==> src/rtl/xrom_pkg.sv <==
package xrom_pkg;
  localparam int unsigned DW_BYTES = 4;
  localparam int unsigned BIDX_W   = $clog2(DW_BYTES);
  localparam int unsigned DWORD_W  = 8 * DW_BYTES;

  typedef enum logic [1:0] {
    SLOT_EMPTY = 2'd0,
    SLOT_FETCH = 2'd1,
    SLOT_READY = 2'd2
  } slot_state_e;
endpackage

==> src/rtl/xrom_win_decode.sv <==
module xrom_win_decode #(
  parameter int unsigned ADDR_W = 32,
  parameter int unsigned WIN_AW = 16,
  localparam int unsigned DW_AW = WIN_AW - xrom_pkg::BIDX_W
) (
  input  logic              win_en_i,
  input  logic [ADDR_W-1:0] win_base_i,
  input  logic [ADDR_W-1:0] addr_i,
  output logic              hit_o,
  output logic [DW_AW-1:0]  dw_off_o
);
  logic unused_base_lo;
  logic unused_addr_lo;

  // Window is naturally aligned: compare only the bits above the window size.
  assign hit_o    = win_en_i && (addr_i[ADDR_W-1:WIN_AW] == win_base_i[ADDR_W-1:WIN_AW]);
  assign dw_off_o = addr_i[WIN_AW-1:xrom_pkg::BIDX_W];

  assign unused_base_lo = ^win_base_i[WIN_AW-1:0];
  assign unused_addr_lo = ^addr_i[xrom_pkg::BIDX_W-1:0];
endmodule

==> src/rtl/xrom_byte_fetch.sv <==
module xrom_byte_fetch #(
  parameter int unsigned WIN_AW = 16,
  localparam int unsigned DW_AW = WIN_AW - xrom_pkg::BIDX_W
) (
  input  logic                         clk,
  input  logic                         rst_n,
  input  logic                         start_i,
  input  logic                         active_i,
  input  logic [DW_AW-1:0]             pend_i,
  input  logic                         rom_ack_i,
  input  logic [7:0]                   rom_data_i,
  output logic                         rom_rd_o,
  output logic [WIN_AW-1:0]            rom_addr_o,
  output logic                         done_o,
  output logic [xrom_pkg::DWORD_W-1:0] dword_o
);
  import xrom_pkg::*;

  logic [BIDX_W-1:0] idx_q, idx_d;
  logic              take;

  assign take       = active_i && rom_ack_i;
  assign rom_rd_o   = active_i;
  assign rom_addr_o = {pend_i, idx_q};
  assign done_o     = take && (idx_q == BIDX_W'(DW_BYTES - 1));

  always_comb begin
    idx_d = idx_q;
    if (start_i)   idx_d = '0;
    else if (take) idx_d = idx_q + 1'b1;
  end

  always_ff @(posedge clk or negedge rst_n) begin
    if (!rst_n) idx_q <= '0;
    else        idx_q <= idx_d;
  end

  // One byte lane register per dword byte, written little-endian.
  for (genvar g = 0; g < DW_BYTES; g++) begin : g_lane
    logic [7:0] lane_q;
    logic       lane_we;
    assign lane_we = take && (idx_q == BIDX_W'(g));
    always_ff @(posedge clk or negedge rst_n) begin
      if (!rst_n)       lane_q <= '0;
      else if (lane_we) lane_q <= rom_data_i;
    end
    assign dword_o[8*g +: 8] = lane_q;
  end
endmodule

==> src/rtl/xrom_slot_ctrl.sv <==
module xrom_slot_ctrl #(
  parameter int unsigned WIN_AW = 16,
  localparam int unsigned DW_AW = WIN_AW - xrom_pkg::BIDX_W
) (
  input  logic                         clk,
  input  logic                         rst_n,
  input  logic                         hit_i,
  input  logic [DW_AW-1:0]             dw_off_i,
  input  logic                         fetch_done_i,
  input  logic [xrom_pkg::DWORD_W-1:0] dword_i,
  output logic                         start_o,
  output logic                         active_o,
  output logic [DW_AW-1:0]             pend_o,
  output logic                         rsp_valid_o,
  output logic                         rsp_retry_o,
  output logic [xrom_pkg::DWORD_W-1:0] rsp_data_o
);
  import xrom_pkg::*;

  slot_state_e        state_q, state_d;
  logic [DW_AW-1:0]   pend_q;
  logic               load_pend;
  logic               complete;
  logic               same_off;
  logic               rsp_valid_q, rsp_retry_q;
  logic [DWORD_W-1:0] rsp_data_q, rsp_data_d;

  assign same_off = (pend_q == dw_off_i);

  always_comb begin
    state_d   = state_q;
    load_pend = 1'b0;
    complete  = 1'b0;
    unique case (state_q)
      SLOT_EMPTY: if (hit_i) begin
        load_pend = 1'b1;
        state_d   = SLOT_FETCH;
      end
      SLOT_FETCH: if (fetch_done_i) state_d = SLOT_READY;
      SLOT_READY: if (hit_i) begin
        if (same_off) begin
          complete = 1'b1;
          state_d  = SLOT_EMPTY;
        end else begin
          load_pend = 1'b1;
          state_d   = SLOT_FETCH;
        end
      end
      default: state_d = SLOT_EMPTY;
    endcase
  end

  assign rsp_data_d = complete ? dword_i : '0;

  always_ff @(posedge clk or negedge rst_n) begin
    if (!rst_n) begin
      state_q     <= SLOT_EMPTY;
      rsp_valid_q <= 1'b0;
      rsp_retry_q <= 1'b0;
      rsp_data_q  <= '0;
    end else begin
      state_q     <= state_d;
      rsp_valid_q <= hit_i;
      rsp_retry_q <= hit_i && !complete;
      rsp_data_q  <= rsp_data_d;
    end
  end

  always_ff @(posedge clk or negedge rst_n) begin
    if (!rst_n)         pend_q <= '0;
    else if (load_pend) pend_q <= dw_off_i;
  end

  assign start_o     = load_pend;
  assign active_o    = (state_q == SLOT_FETCH);
  assign pend_o      = pend_q;
  assign rsp_valid_o = rsp_valid_q;
  assign rsp_retry_o = rsp_retry_q;
  assign rsp_data_o  = rsp_data_q;
endmodule

==> src/rtl/xrom_dread_ctrl.sv <==
module xrom_dread_ctrl #(
  parameter int unsigned ADDR_W = 32,
  parameter int unsigned WIN_AW = 16
) (
  input  logic                         clk,
  input  logic                         rst_n,
  input  logic                         win_en_i,
  input  logic [ADDR_W-1:0]            win_base_i,
  input  logic                         req_i,
  input  logic [ADDR_W-1:0]            req_addr_i,
  output logic                         rsp_valid_o,
  output logic                         rsp_retry_o,
  output logic [xrom_pkg::DWORD_W-1:0] rsp_data_o,
  output logic                         busy_o,
  output logic [WIN_AW-1:0]            rom_addr_reg_o,
  output logic                         rom_rd_o,
  output logic [WIN_AW-1:0]            rom_addr_o,
  input  logic                         rom_ack_i,
  input  logic [7:0]                   rom_data_i
);
  import xrom_pkg::*;
  localparam int unsigned DW_AW = WIN_AW - BIDX_W;

  logic               rst_meta_q, rst_sync_n;
  logic               win_hit, hit;
  logic [DW_AW-1:0]   dw_off, pend;
  logic               start, active, fetch_done;
  logic [DWORD_W-1:0] dword;

  // Asynchronous assert, synchronous release.
  always_ff @(posedge clk or negedge rst_n) begin
    if (!rst_n) begin
      rst_meta_q <= 1'b0;
      rst_sync_n <= 1'b0;
    end else begin
      rst_meta_q <= 1'b1;
      rst_sync_n <= rst_meta_q;
    end
  end

  xrom_win_decode #(.ADDR_W(ADDR_W), .WIN_AW(WIN_AW)) u_dec (
    .win_en_i   (win_en_i),
    .win_base_i (win_base_i),
    .addr_i     (req_addr_i),
    .hit_o      (win_hit),
    .dw_off_o   (dw_off)
  );

  assign hit = req_i && win_hit;

  xrom_slot_ctrl #(.WIN_AW(WIN_AW)) u_slot (
    .clk          (clk),
    .rst_n        (rst_sync_n),
    .hit_i        (hit),
    .dw_off_i     (dw_off),
    .fetch_done_i (fetch_done),
    .dword_i      (dword),
    .start_o      (start),
    .active_o     (active),
    .pend_o       (pend),
    .rsp_valid_o  (rsp_valid_o),
    .rsp_retry_o  (rsp_retry_o),
    .rsp_data_o   (rsp_data_o)
  );

  xrom_byte_fetch #(.WIN_AW(WIN_AW)) u_fetch (
    .clk        (clk),
    .rst_n      (rst_sync_n),
    .start_i    (start),
    .active_i   (active),
    .pend_i     (pend),
    .rom_ack_i  (rom_ack_i),
    .rom_data_i (rom_data_i),
    .rom_rd_o   (rom_rd_o),
    .rom_addr_o (rom_addr_o),
    .done_o     (fetch_done),
    .dword_o    (dword)
  );

  assign busy_o         = active;
  assign rom_addr_reg_o = {pend, BIDX_W'(0)};
endmodule

==> config.mk <==
export PLATFORM = sky130hd
export DESIGN_NAME = xrom_dread_ctrl
export DESIGN_NICKNAME = d
export VERILOG_FILES = /design/src/rtl/xrom_pkg.sv /design/src/rtl/xrom_win_decode.sv /design/src/rtl/xrom_byte_fetch.sv /design/src/rtl/xrom_slot_ctrl.sv /design/src/rtl/xrom_dread_ctrl.sv
export SDC_FILE = /design/constraint.sdc
export NUM_CORES = 1
export LEC_CHECK = 0
export BUFFER_PORTS_ARGS = -buffer_cell sky130_fd_sc_hd__clkbuf_2
export CAP_MARGIN = 40
export CORE_ASPECT_RATIO = 1.2
export CORE_MARGIN = 10
export CORE_UTILIZATION = 53
export CTS_CLUSTER_DIAMETER = 100
export DETAILED_ROUTE_END_ITERATION = 7
export PLACE_DENSITY_LB_ADDON = 0.15
export SLEW_MARGIN = 20
export SYNTH_ARGS = -nofsm -noshare
export SYNTH_HDL_FRONTEND = slang
export SYNTH_HIERARCHICAL = 1
export SYNTH_SLANG_ARGS = --single-unit
==> constraint.sdc <==
create_clock -name clk -period 5.25 [get_ports clk]
set_input_delay 0.7875 -clock clk [delete_from_list [all_inputs] [get_ports clk]]
set_output_delay 0.7875 -clock clk [all_outputs]
set_load 0.01 [all_outputs]
After elaboration in Yosys (flattened, before gate mapping):

Index checks and enable logic that the tools add are counted.

* logic and storage cells: 51
* input bits: 77
* output and inout port bits: 68
* bits in registers: 86

* reductions and logical operators: 13
* muxes and demuxes: 15
* $add $sub $neg: 1
* equality and inequality tests: 10

Operators by type and width (number)
* $mux 32: 1
* $eq 16x16->1: 1
* $eq 14x14->1: 1
* $mux 2: 5
* $logic_and 1x1->1: 8
* $mux 1: 7
* $eq 2x2->1 const B: 3
* $pmux 2 s3: 1
* $eq 2x1->1 const B: 2
* $logic_not 2->1: 2
* $ne 2x1->1 const B: 2
* $reduce_and 3->1: 1
* $add 2x1->2 const B: 1
* $ne 2x2->1 const B: 1
* $pmux 1 s2: 1
* $reduce_bool 2->1: 1
* $logic_not 1->1: 1

Depth between registers and ports, before layout:

Gate-level depths: netlist (run 1).

* depth after elaboration: 7
* gate-level depth with buffers: 9

Hierarchy:

The synthesis (run 1) kept the hierarchy.

By module, submodules not included
* xrom_slot_ctrl: area each 1891.8 um^2, instances 1, cells each 129
* xrom_byte_fetch: area each 1520.2 um^2, instances 1, cells each 100
* xrom_win_decode: area each 286.5 um^2, instances 1, cells each 36
* xrom_dread_ctrl: area each 78.8 um^2, instances 1, cells each 7

Worst setup path after synthesis (run 1):

No wires, ideal clock.

* kind: in2reg
* from: in win_base_i[30]
* to: reg u_slot.pend_q[10] (netlist: u_slot/pend_o[10])
* data arrival time: 2.424 ns
* stages: 9
* setup slack: 2.701 ns
* path through: xor2_1 > nor4_1 > nand4_1 > nor4_2 > and2_1 > and3b_1 > buf_6 > buf_6 > mux2_4

* word-level cells in the longest chain between the ends: 5
* elaborated cells on any way between the ends: 6
* classes of those cells: eq/ne (1); mux (3); reduce/logical (2)

RTL lines
* from (decl): RTL line xrom_dread_ctrl.sv:8 `input logic [ADDR_W-1:0] win_base_i,`
* $eq 16x16->1 *: RTL line xrom_win_decode.sv:16 `assign hit_o = win_en_i && (addr_i[ADDR_W-1:WIN_AW] == win_base_i[ADDR_W-1:WIN_AW]);`
* $logic_and 1x1->1 *: RTL line xrom_win_decode.sv:16
* via win_hit: RTL line xrom_dread_ctrl.sv:25 `logic win_hit, hit;`
* $logic_and 1x1->1 *: RTL line xrom_dread_ctrl.sv:49 `assign hit = req_i && win_hit;`
* via hit: RTL line xrom_dread_ctrl.sv:25
* $mux 1 (on tied branches): RTL line xrom_slot_ctrl.sv:40, xrom_slot_ctrl.sv:35
* $pmux 1 s2 *: RTL line xrom_slot_ctrl.sv:34 `unique case (state_q)`
* via start: RTL line xrom_dread_ctrl.sv:27 `logic start, active, fetch_done;`
* to (signal assigned): RTL line xrom_slot_ctrl.sv:71 `else if (load_pend) pend_q <= dw_off_i;`
* to (decl): RTL line xrom_slot_ctrl.sv:21 `logic [DW_AW-1:0] pend_q;`

Mark *: on every way through the listed nets, which the timed path passes. The rest lies on a longest branch.
A chain may end at the register's enable or synchronous reset.

Worst setup path after layout (run 1):

* from: in win_base_i[30]
* to: reg u_slot.pend_q[3] (netlist: u_slot/pend_o[3])

Same word-level chain as after synthesis.

==> flow_summary.toml, run 1 <==
[clock_tree]
cts_buffers = 9
clock_insertion_delay_worst_skew_ns = 0.35
ctsResizeCount = 0
clk_pin_slew_worst_paths_ns = 0.08
hold_buffers = 0
cts_tree = "built"
clock-root-buffer = "clkbuf_8"
postCtsSetupBuffers = 0
htree_levels = 3
clockBufferDepth = 2
cts.sinks = 86

[logic_synthesis]
ys_types = 29
synth_seq_cells = 86
synth_seq_area_share = 0.570
synth_commonest_cells = "86 x dfrtp_1, 38 x mux2_2, 33 x and2_1"
syn-cell-area_um2 = 3780
netlist_top_cells_area = "dfrtp_1 57%, mux2_2 11%, buf_4 6.2%"
yosysMostFrequentCell = "dfrtp_1"
synth_edf_count = 0
synth_top_area_frac = 0.570
syn_inst = 272
ys.flop_type = "dfrtp_1"
async_reset_ff_frac = 1.00
syn_avg_cell_area_um2 = 13.9
yosysTopAreaCell = "dfrtp_1"
yosysWarnings = 6

[power]
peakVddDrop_v = 0.000196
power_density_nw_per_um2 = 264
p_total_w = 0.00118
p_leak_nw = 2.41

[place]
port_buffers = 124
gp_congestion = 0.714
hpwl_mm = 5.51
post_dp_cell_area_um2 = 4280

[cells_and_area]
regArea_um2 = 2160
diodes = 0
fin_nets = 455
syn_to_final_growth_pct = 18.5
stdcell_area_um2 = 4480
multi_input_area_um2 = 1330
fill_cells = 550
drive_above_1_share = 0.526

[drt]
drc = 0
first_pass_iters = 4
avgRoutedWirePerCell_um = 15.5
wirelength_mm = 7.20
routed-via-count = 2224
final_antenna_net_count = 0
vias_per_cell = 4.78
drt_iter0_drc = 52

[sta]
setup_viol = 0
timing.slew.headroom = 0.648
finalHoldViolCount = 0
fin_skew_ns = 0.0110
slew_violations = 0
max_slew.worst_pin.slew_ns = 0.528
fin_crit_sh = 0.522
period_needed_ns = 2.74
holdWs_ns = 0.218
max_freq_mhz = 365
tns_ns = 0
rsz0062_at_grt = "false"

[global_route]
grt_max_degree = 47
grt_overflow = 0
grt_pass1_vias = 2548
track_usage = 0.132
grt_pass1_wl_mm = 12.0
antenna_found_initial = 0

[critical_path]
critical_path.max_fanout = 10
reg2reg_to = "u_slot/pend_o[7]"
worstSetupPathType = "in2reg"
reg2regPathDepth = 6
required_ns = 5.48
r2r_start = "u_slot/pend_o[6]"
crit_arrival_ns = 2.97
cp-start-kind = "input port"
endpoint_kind = "flip-flop"
ff2ff_setup_slack_ns = 3.03

[floorplan]
pin_count = 145
die_h_um = 112
die-area_um2 = 10900
core_area_um2 = 6900
die_x_um = 97.1
start_util = 0.548
rows = 33

[flow_run]
maxCapViolCount = 0

[min_path]
hp-class = "in2async"

[run_status]
status = "completed"
worst max path at each step:
stage / start / endpoint / cells past startpoint
after floorplan: rst_sync_n / u_fetch/g_lane[0].lane_q[0] / 0
after global placement: win_base_i[30] / u_slot/pend_o[3] / 8
after detailed placement: win_base_i[30] / u_slot/pend_o[3] / 9
after CTS: win_base_i[30] / u_slot/pend_o[3] / 9
after global routing: win_base_i[30] / u_slot/pend_o[2] / 9
final: win_base_i[30] / u_slot/pend_o[3] / 9
report_power, final:
group	switching [W]	leakage, nW	internal (W)
Clock	0.000236	0.0923	0.000221
Combinational	0.0000273	1.12	0.0000301
Sequential	0.00000624	1.20	0.000663
Total	0.000269	2.41	0.000914
cell usage in the layout, fill, tap and decap left out, drive strengths merged:
| cell type | count |
|---|---|
| nor3b | 1 |
| xor2 | 4 |
| buf | 4 |
| clkbuf | 133 |
| bufinv | 1 |
| o21a | 1 |
| conb | 3 |
| nor4 | 2 |
| a21bo | 2 |
| and2 | 33 |
| inv | 6 |
| clkinv | 1 |
| nor2b | 1 |
| xnor2 | 26 |
| ha | 4 |
| nand3b | 1 |
| a21o | 1 |
| a21oi | 2 |
| o21ai | 1 |
| mux2 | 46 |
| or4 | 1 |
| nand2 | 2 |
| and3b | 1 |
| dfrtp | 86 |
| nand2b | 1 |
| nand4 | 6 |
| nand3 | 6 |
| clkinvlp | 2 |
cell families after synthesis:
logic type / count (synthesis) / share of synthesized area
DFF: 86 / 0.570
and+or+nand+nor: 55 / 0.107
muxes: 46 / 0.145
buffers and inverters: 42 / 0.0805
xor gates and xnor gates: 30 / 0.0696
AOI/OAI and AO/OA: 7 / 0.0132
adders and majority gates: 4 / 0.0132
other: 2 / 0.00199
flip-flops by register name, summed over array words and instances (netlist names):
| name | count |
|---|---|
| u_slot/state_q | 2 |
| u_fetch/g_lane.lane_q | 32 |
| u_slot/rsp_data_o | 32 |
| rst_sync_n | 1 |
| u_fetch/idx_q | 2 |
| u_slot/pend_o | 14 |
| u_slot/rsp_valid_o | 1 |
| rst_meta_q | 1 |
| u_slot/rsp_retry_o | 1 |
final cells by class:
cell class	instances	share of cell area
sequential	86	0.481
multi-input combinational	145	0.296
timing repair buffer	128	0.151
clock buffer	9	0.0277
tap	87	0.0243
clock inverter	6	0.0159
inverter	4	0.00335
critical path, cell delays in order:
cell      delay, ns
clkbuf_2       0.08
xor2_1         0.15
nor4_1         0.31
nand4_1        0.15
nor4_2         0.21
and2_1         0.25
and3b_1        0.46
buf_8          0.21
mux2_2         0.34
per-stage QoR:
stage / util / cells / setup slack (ns)
finish: 0.649 / 465 / 2.51
global route: 0.649 / 465 / 2.40
CTS: 0.649 / 465 / 2.49
detailed placement: 0.621 / 450 / 2.13
global placement: 0.615 / 448 / 1.97
floorplan: - / 273 / 2.68
metal layers:
metal,vias up,GRT usage,share of wire
li1,1072,-,-
met5,-,0,0
met3,8,0.0687,0.096
met4,0,0.0355,0.010
met2,89,0.211,0.48
met1,1055,0.153,0.42
No activity file was read; power rests on OpenSTA's default activity.
==> inputs of run 2 (changes only) <==
--- a/config.mk
+++ b/config.mk
@@ -9,7 +9,7 @@
 export CAP_MARGIN = 40
 export CORE_ASPECT_RATIO = 1.2
 export CORE_MARGIN = 10
-export CORE_UTILIZATION = 53
+export CORE_UTILIZATION = 49
 export CTS_CLUSTER_DIAMETER = 100
 export DETAILED_ROUTE_END_ITERATION = 7
 export PLACE_DENSITY_LB_ADDON = 0.15
==> constraint.sdc (replaced) <==
create_clock -name clk -period 2.8 [get_ports clk]
set_input_delay 0.42 -clock clk [delete_from_list [all_inputs] [get_ports clk]]
set_output_delay 0.42 -clock clk [all_outputs]
set_load 0.01 [all_outputs]
==> run 2 against run 1 <==
- register-to-register slack lost 2.4 ns
- global-route usage decreased by 1.2 points
- sequential power is 87% higher
- clock power up 110%
- worst hold slack improved by 0.032 ns
- via count hardly changed
- clock-buffer cell count rose by 1
- final cell count rose by 1.7%
- largest cell class unchanged
==> flow_summary.toml, run 2 (synthesized netlist as in run 1, its figures left out) <==
[critical_path]
cp-start-kind = "flip-flop"
critical_path.max_fanout = 14
crit_chain = "xnor2_1 > nand4_1 > or4_4 > and3b_1 > buf_12 > mux2_4"
crit_family = "simple AND/OR/NAND/NOR gates"
critPathMaxStageDelay_ns = 0.55
required_ns = 3.03
cp.buffers_inverters = 1
crit_arrival_ns = 2.35
slowest_stage = "or4_4"
worstSetupPathType = "reg2reg"
endpoint_kind = "flip-flop"

[sta]
fin_skew_ns = 0.0109
finalHoldViolCount = 0
setup_viol = 0
period_needed_ns = 2.13
max_freq_mhz = 470
tns_ns = 0
setup_slack_ns = 0.673
holdWs_ns = 0.250
slew_violations = 0
rsz0062_at_grt = "false"
fin_crit_sh = 0.760

[drt]
met3_length_um = 581
drc = 0
routed-via-count = 2223
wl_met1_mm = 2.85
vias_per_cell = 4.70
wl_met2_mm = 3.47
drt_iter0_drc = 23
final_antenna_net_count = 0
dr.max_layer_used = "met4"
wirelength_mm = 6.97
avgRoutedWirePerCell_um = 14.7
first_pass_iters = 3

[floorplan]
pin_count = 145
die_h_um = 116
die-area_um2 = 11600
die_x_um = 100
core_area_um2 = 7580
rows = 35
start_util = 0.499

[clock_tree]
cts_buffers = 9
cts.sinks = 86
cts_tree = "built"
hold_buffers = 1
clock_insertion_delay_worst_skew_ns = 0.34
clk_pin_slew_worst_paths_ns = 0.09
postCtsSetupBuffers = 0
clockBufferDepth = 2
ctsResizeCount = 0
htree_levels = 3
clock-root-buffer = "clkbuf_8"

[global_route]
grt_pass1_vias = 2461
grt_overflow = 0
grt_max_degree = 59
track_usage = 0.120
antenna_found_initial = 0
grt_pass1_wl_mm = 11.4

[place]
port_buffers = 124
dp_slack_ns = 0.326
hpwl_mm = 5.45
gp_congestion = 0.701

[flow_run]
maxCapViolCount = 0

[cells_and_area]
drive_above_1_share = 0.525
syn_to_final_growth_pct = 20.0
final_cell_mix = "124 x clkbuf_2, 85 x dfrtp_1, 38 x mux2_2"
diodes = 0
final_common_cell = "clkbuf_2"
utilization = 0.598
fin_nets = 457

[power]
power_density_nw_per_um2 = 509
peakVddDrop_v = 0.000490
p_leak_nw = 2.43
p_total_w = 0.00231

[run_status]
status = "completed"

[min_path]
hp-class = "reg2async"
-- run 2: changes by cell type in the layout (fill, tap and decap cells not counted) --
| cell | previous run | this run |
|---|---|---|
| dlygate4sd3_1 | 0 | 1 |
| clkbuf_1 | 0 | 1 |
| buf_4 | 2 | 3 |
| clkinv_4 | 1 | 0 |
| buf_8 | 1 | 0 |
| buf_12 | 0 | 1 |
| bufinv_16 | 1 | 2 |
-- run 2: final cells by class --
type                    instances  area [um2]
clock inverters                 6        92.6
clock buffers                  10         128
inverters                       4        15.0
well taps                      92         115
multi-input cells             145        1330
repair buffers                130         701
fillers                       652        3040
flip-flops and latches         86        2160
-- run 2: metrics by stage --
stage / cells / instance area [um2]
after floorplan: 273 / 3780
after global placement: 455 / 4270
after detailed placement: 456 / 4300
after CTS: 473 / 4530
after global routing: 473 / 4530
final: 473 / 4530
-- run 2: power breakdown --
part / total [W] / switching (W) / internal [W]
Sequential: 0.00125 / 0.00000868 / 0.00124
Clock: 0.000946 / 0.000437 / 0.000509
Combinational: 0.000111 / 0.0000534 / 0.0000573
Total: 0.00231 / 0.000499 / 0.00181
-- run 2: path summary, 6_finish.rpt --
check                                  from                     endpoint  slack, ns  cells after the start
max                        u_slot/pend_o[6]             u_slot/pend_o[7]       0.67                      6
min                              rst_sync_n        u_slot/rsp_data_o[19]       0.25                      0
max reg2reg                u_slot/pend_o[6]             u_slot/pend_o[7]       0.67                      6
min reg2reg                      rst_sync_n        u_slot/rsp_data_o[19]       0.25                      0
max in group asynchronous        rst_sync_n  u_fetch/g_lane[1].lane_q[0]       1.95                      1
min in group clk             req_addr_i[13]            u_slot/pend_o[11]       0.33                      2
-- run 2: metal layers --
metal  global-route usage  vias to the layer above
li1                     -                     1077
met1                0.133                     1057
met2                0.206                       82
met3               0.0473                        7
met4               0.0396                        0
met5                    0                        -
==> inputs of run 3 (changes only) <==
--- a/config.mk
+++ b/config.mk
@@ -5,11 +5,12 @@
 export SDC_FILE = /design/constraint.sdc
 export NUM_CORES = 1
 export LEC_CHECK = 0
+export ABC_AREA = 1
 export BUFFER_PORTS_ARGS = -buffer_cell sky130_fd_sc_hd__clkbuf_2
 export CAP_MARGIN = 40
 export CORE_ASPECT_RATIO = 1.2
 export CORE_MARGIN = 10
-export CORE_UTILIZATION = 49
+export CORE_UTILIZATION = 51
 export CTS_CLUSTER_DIAMETER = 100
 export DETAILED_ROUTE_END_ITERATION = 7
 export PLACE_DENSITY_LB_ADDON = 0.15
==> constraint.sdc (replaced) <==
create_clock -name clk -period 2.2 [get_ports clk]
set_input_delay 0.33 -clock clk [delete_from_list [all_inputs] [get_ports clk]]
set_output_delay 0.33 -clock clk [all_outputs]
set_load 0.01 [all_outputs]
==> run 3 against run 2 <==
- register-to-register slack got worse by 0.24 ns
- design area is 14% higher
- clock-buffer cell count unchanged
- final cell count increased by 55%
- sequential power is 67% higher
- power is 86% higher
- global-route usage rose by 2.9 points
- clock skew decreased by 0.0012 ns
- critical path type unchanged
==> flow_summary.toml, run 3 <==
[run_status]
status = "completed"

[drt]
vias_per_cell = 4.58
wirelength_mm = 9.64
first_pass_iters = 4
final_antenna_net_count = 0
drc = 0
drt_iter0_drc = 159
routed-via-count = 3350
avgRoutedWirePerCell_um = 13.2

[cells_and_area]
syn_to_final_growth_pct = 13.3
drive_above_1_share = 0.313
fin_nets = 691
fill_cells = 796
final_common_cell = "nand2_1"
diodes = 0
regArea_um2 = 2160
stdcell_area_um2 = 5160
final_cell_mix = "165 x nand2_1, 124 x clkbuf_2, 85 x dfrtp_1"
multi_input_area_um2 = 1660

[sta]
finalHoldViolCount = 0
timing.slew.headroom = 0.573
period_needed_ns = 1.77
fin_skew_ns = 0.00964
holdWs_ns = 0.214
fin_crit_sh = 0.805
setup_viol = 0
tns_ns = 0
max_freq_mhz = 565
slew_violations = 0
max_slew.worst_pin.slew_ns = 0.641
rsz0062_at_grt = "false"

[logic_synthesis]
syn_inst = 516
ys.flop_type = "dfrtp_1"
yosysWarnings = 6
synth_top_area_frac = 0.473
ys_types = 29
synth_edf_count = 0
synth_seq_cells = 86
synth_commonest_cells = "165 x nand2_1, 86 x dfrtp_1, 79 x inv_1"
syn_avg_cell_area_um2 = 8.82
netlist_top_cells_area = "dfrtp_1 47%, nand2_1 14%, nor2_4 7.7%"
syn-cell-area_um2 = 4550
synth_seq_area_share = 0.473
async_reset_ff_frac = 1.00
yosysTopAreaCell = "dfrtp_1"
yosysMostFrequentCell = "nand2_1"

[critical_path]
critical_path.max_fanout = 16
crit_arrival_ns = 2.02
worstSetupPathType = "reg2reg"
endpoint_kind = "flip-flop"
cp-start-kind = "flip-flop"
required_ns = 2.45

[clock_tree]
clk_pin_slew_worst_paths_ns = 0.08
cts_tree = "built"
cts_buffers = 9
clock_insertion_delay_worst_skew_ns = 0.35
clockBufferDepth = 2
postCtsSetupBuffers = 0
htree_levels = 3
cts.sinks = 86
clock-root-buffer = "clkbuf_8"

[floorplan]
die_h_um = 123
start_util = 0.526
die_x_um = 106
die-area_um2 = 13100
rows = 37
pin_count = 145
core_area_um2 = 8660

[global_route]
grt_pass1_vias = 3286
grt_pass1_wl_mm = 15.8
antenna_found_initial = 0
grt_overflow = 0
grt_max_degree = 57
track_usage = 0.149

[place]
post_dp_cell_area_um2 = 4960
gp_congestion = 0.764
hpwl_mm = 7.23
port_buffers = 124

[power]
peakVddDrop_v = 0.000461
netSwitchingPower_w = 0.00152
intPower_w = 0.00279
switching_share = 0.352
clockPowerShare = 0.249
combPwrFrac = 0.265
p_seq_frac = 0.486
p_leak_nw = 2.95
power_density_nw_per_um2 = 835

[flow_run]
maxCapViolCount = 0

[min_path]
hp-class = "in2reg"
[run 3: metrics by stage]
stage,worst slack [ns],total power [W],cells,utilization
floorplan,0.489,0.00306,517,-
global placement,0.285,0.00323,715,0.573
detailed placement,0.250,0.00326,715,0.573
CTS,0.393,0.00435,731,0.596
global route,0.257,0.00460,731,0.596
finish,0.430,0.00431,731,0.596
[run 3: cell families (layout without fill, tap and decap cells)]
logic type	count (synthesis)	in the layout	share of synthesized area
buffers and inverters	131	228	0.164
flip-flops	86	86	0.473
other	2	3	0.00165
AO/OA/AOI/OAI	4	4	0.00495
adder cells (fa/ha/maj)	4	4	0.0110
XOR/XNOR	6	6	0.0115
AND/OR/NAND/NOR	283	283	0.334
[run 3: final cells by class]
| cell class | count | share of cell area |
|---|---|---|
| clock buffers | 10 | 0.0247 |
| clock inverters | 5 | 0.0116 |
| inverters | 82 | 0.0597 |
| flip-flops and latches | 86 | 0.418 |
| repair buffers | 131 | 0.136 |
| well taps | 117 | 0.0284 |
| multi-input cells | 300 | 0.322 |
[run 3: routing by layer]
layer	global-route usage	share of wire	up-vias
li1	-	-	1721
met1	0.176	0.41	1545
met2	0.247	0.51	76
met3	0.0505	0.063	8
met4	0.0593	0.012	0
met5	0	0	-
[run 3: power by group through the flow]
stage / Clock [W] / Combinational (W) / Sequential, W
after floorplan: 0 / 0.000960 / 0.00210
after global routing: 0.00118 / 0.00128 / 0.00214
after detailed placement: 0 / 0.00114 / 0.00213
after global placement: 0 / 0.00110 / 0.00212
final: 0.00107 / 0.00114 / 0.00209
after CTS: 0.00111 / 0.00115 / 0.00210
[run 3: timing repair]
| item | CTS | global route |
|---|---|---|
| hold buffers | 1 | 0 |
| endpoints found under the hold margin | 2 | 0 |
| gates resized for setup | 0 | 0 |
[run 3: path summary, 6_finish.rpt]
path                                       start               endpoint  slack, ns  cells past startpoint
worst max register to register  u_slot/pend_o[3]       u_fetch/idx_q[0]       0.43                     12
worst min-delay path                       req_i     u_slot/rsp_valid_o       0.21                      3
max in group asynchronous             rst_sync_n  u_slot/rsp_data_o[26]       1.32                      1
worst max-delay path            u_slot/pend_o[3]       u_fetch/idx_q[0]       0.43                     12
worst min register to register        rst_sync_n      u_slot/state_q[0]       0.26                      0
min in group asynchronous             rst_sync_n      u_slot/state_q[0]       0.26                      0
[run 3: worst max-delay path, stage by stage (launching register included)]
cell	delay [ns]
dfrtp_1	0.42
nor2_1	0.10
nor2_1	0.05
nor2_1	0.13
nand2_1	0.11
nor2_4	0.15
nand2_4	0.17
nand2_8	0.16
inv_1	0.07
inv_1	0.12
nand2_1	0.07
nand2_1	0.06
nand2_1	0.04
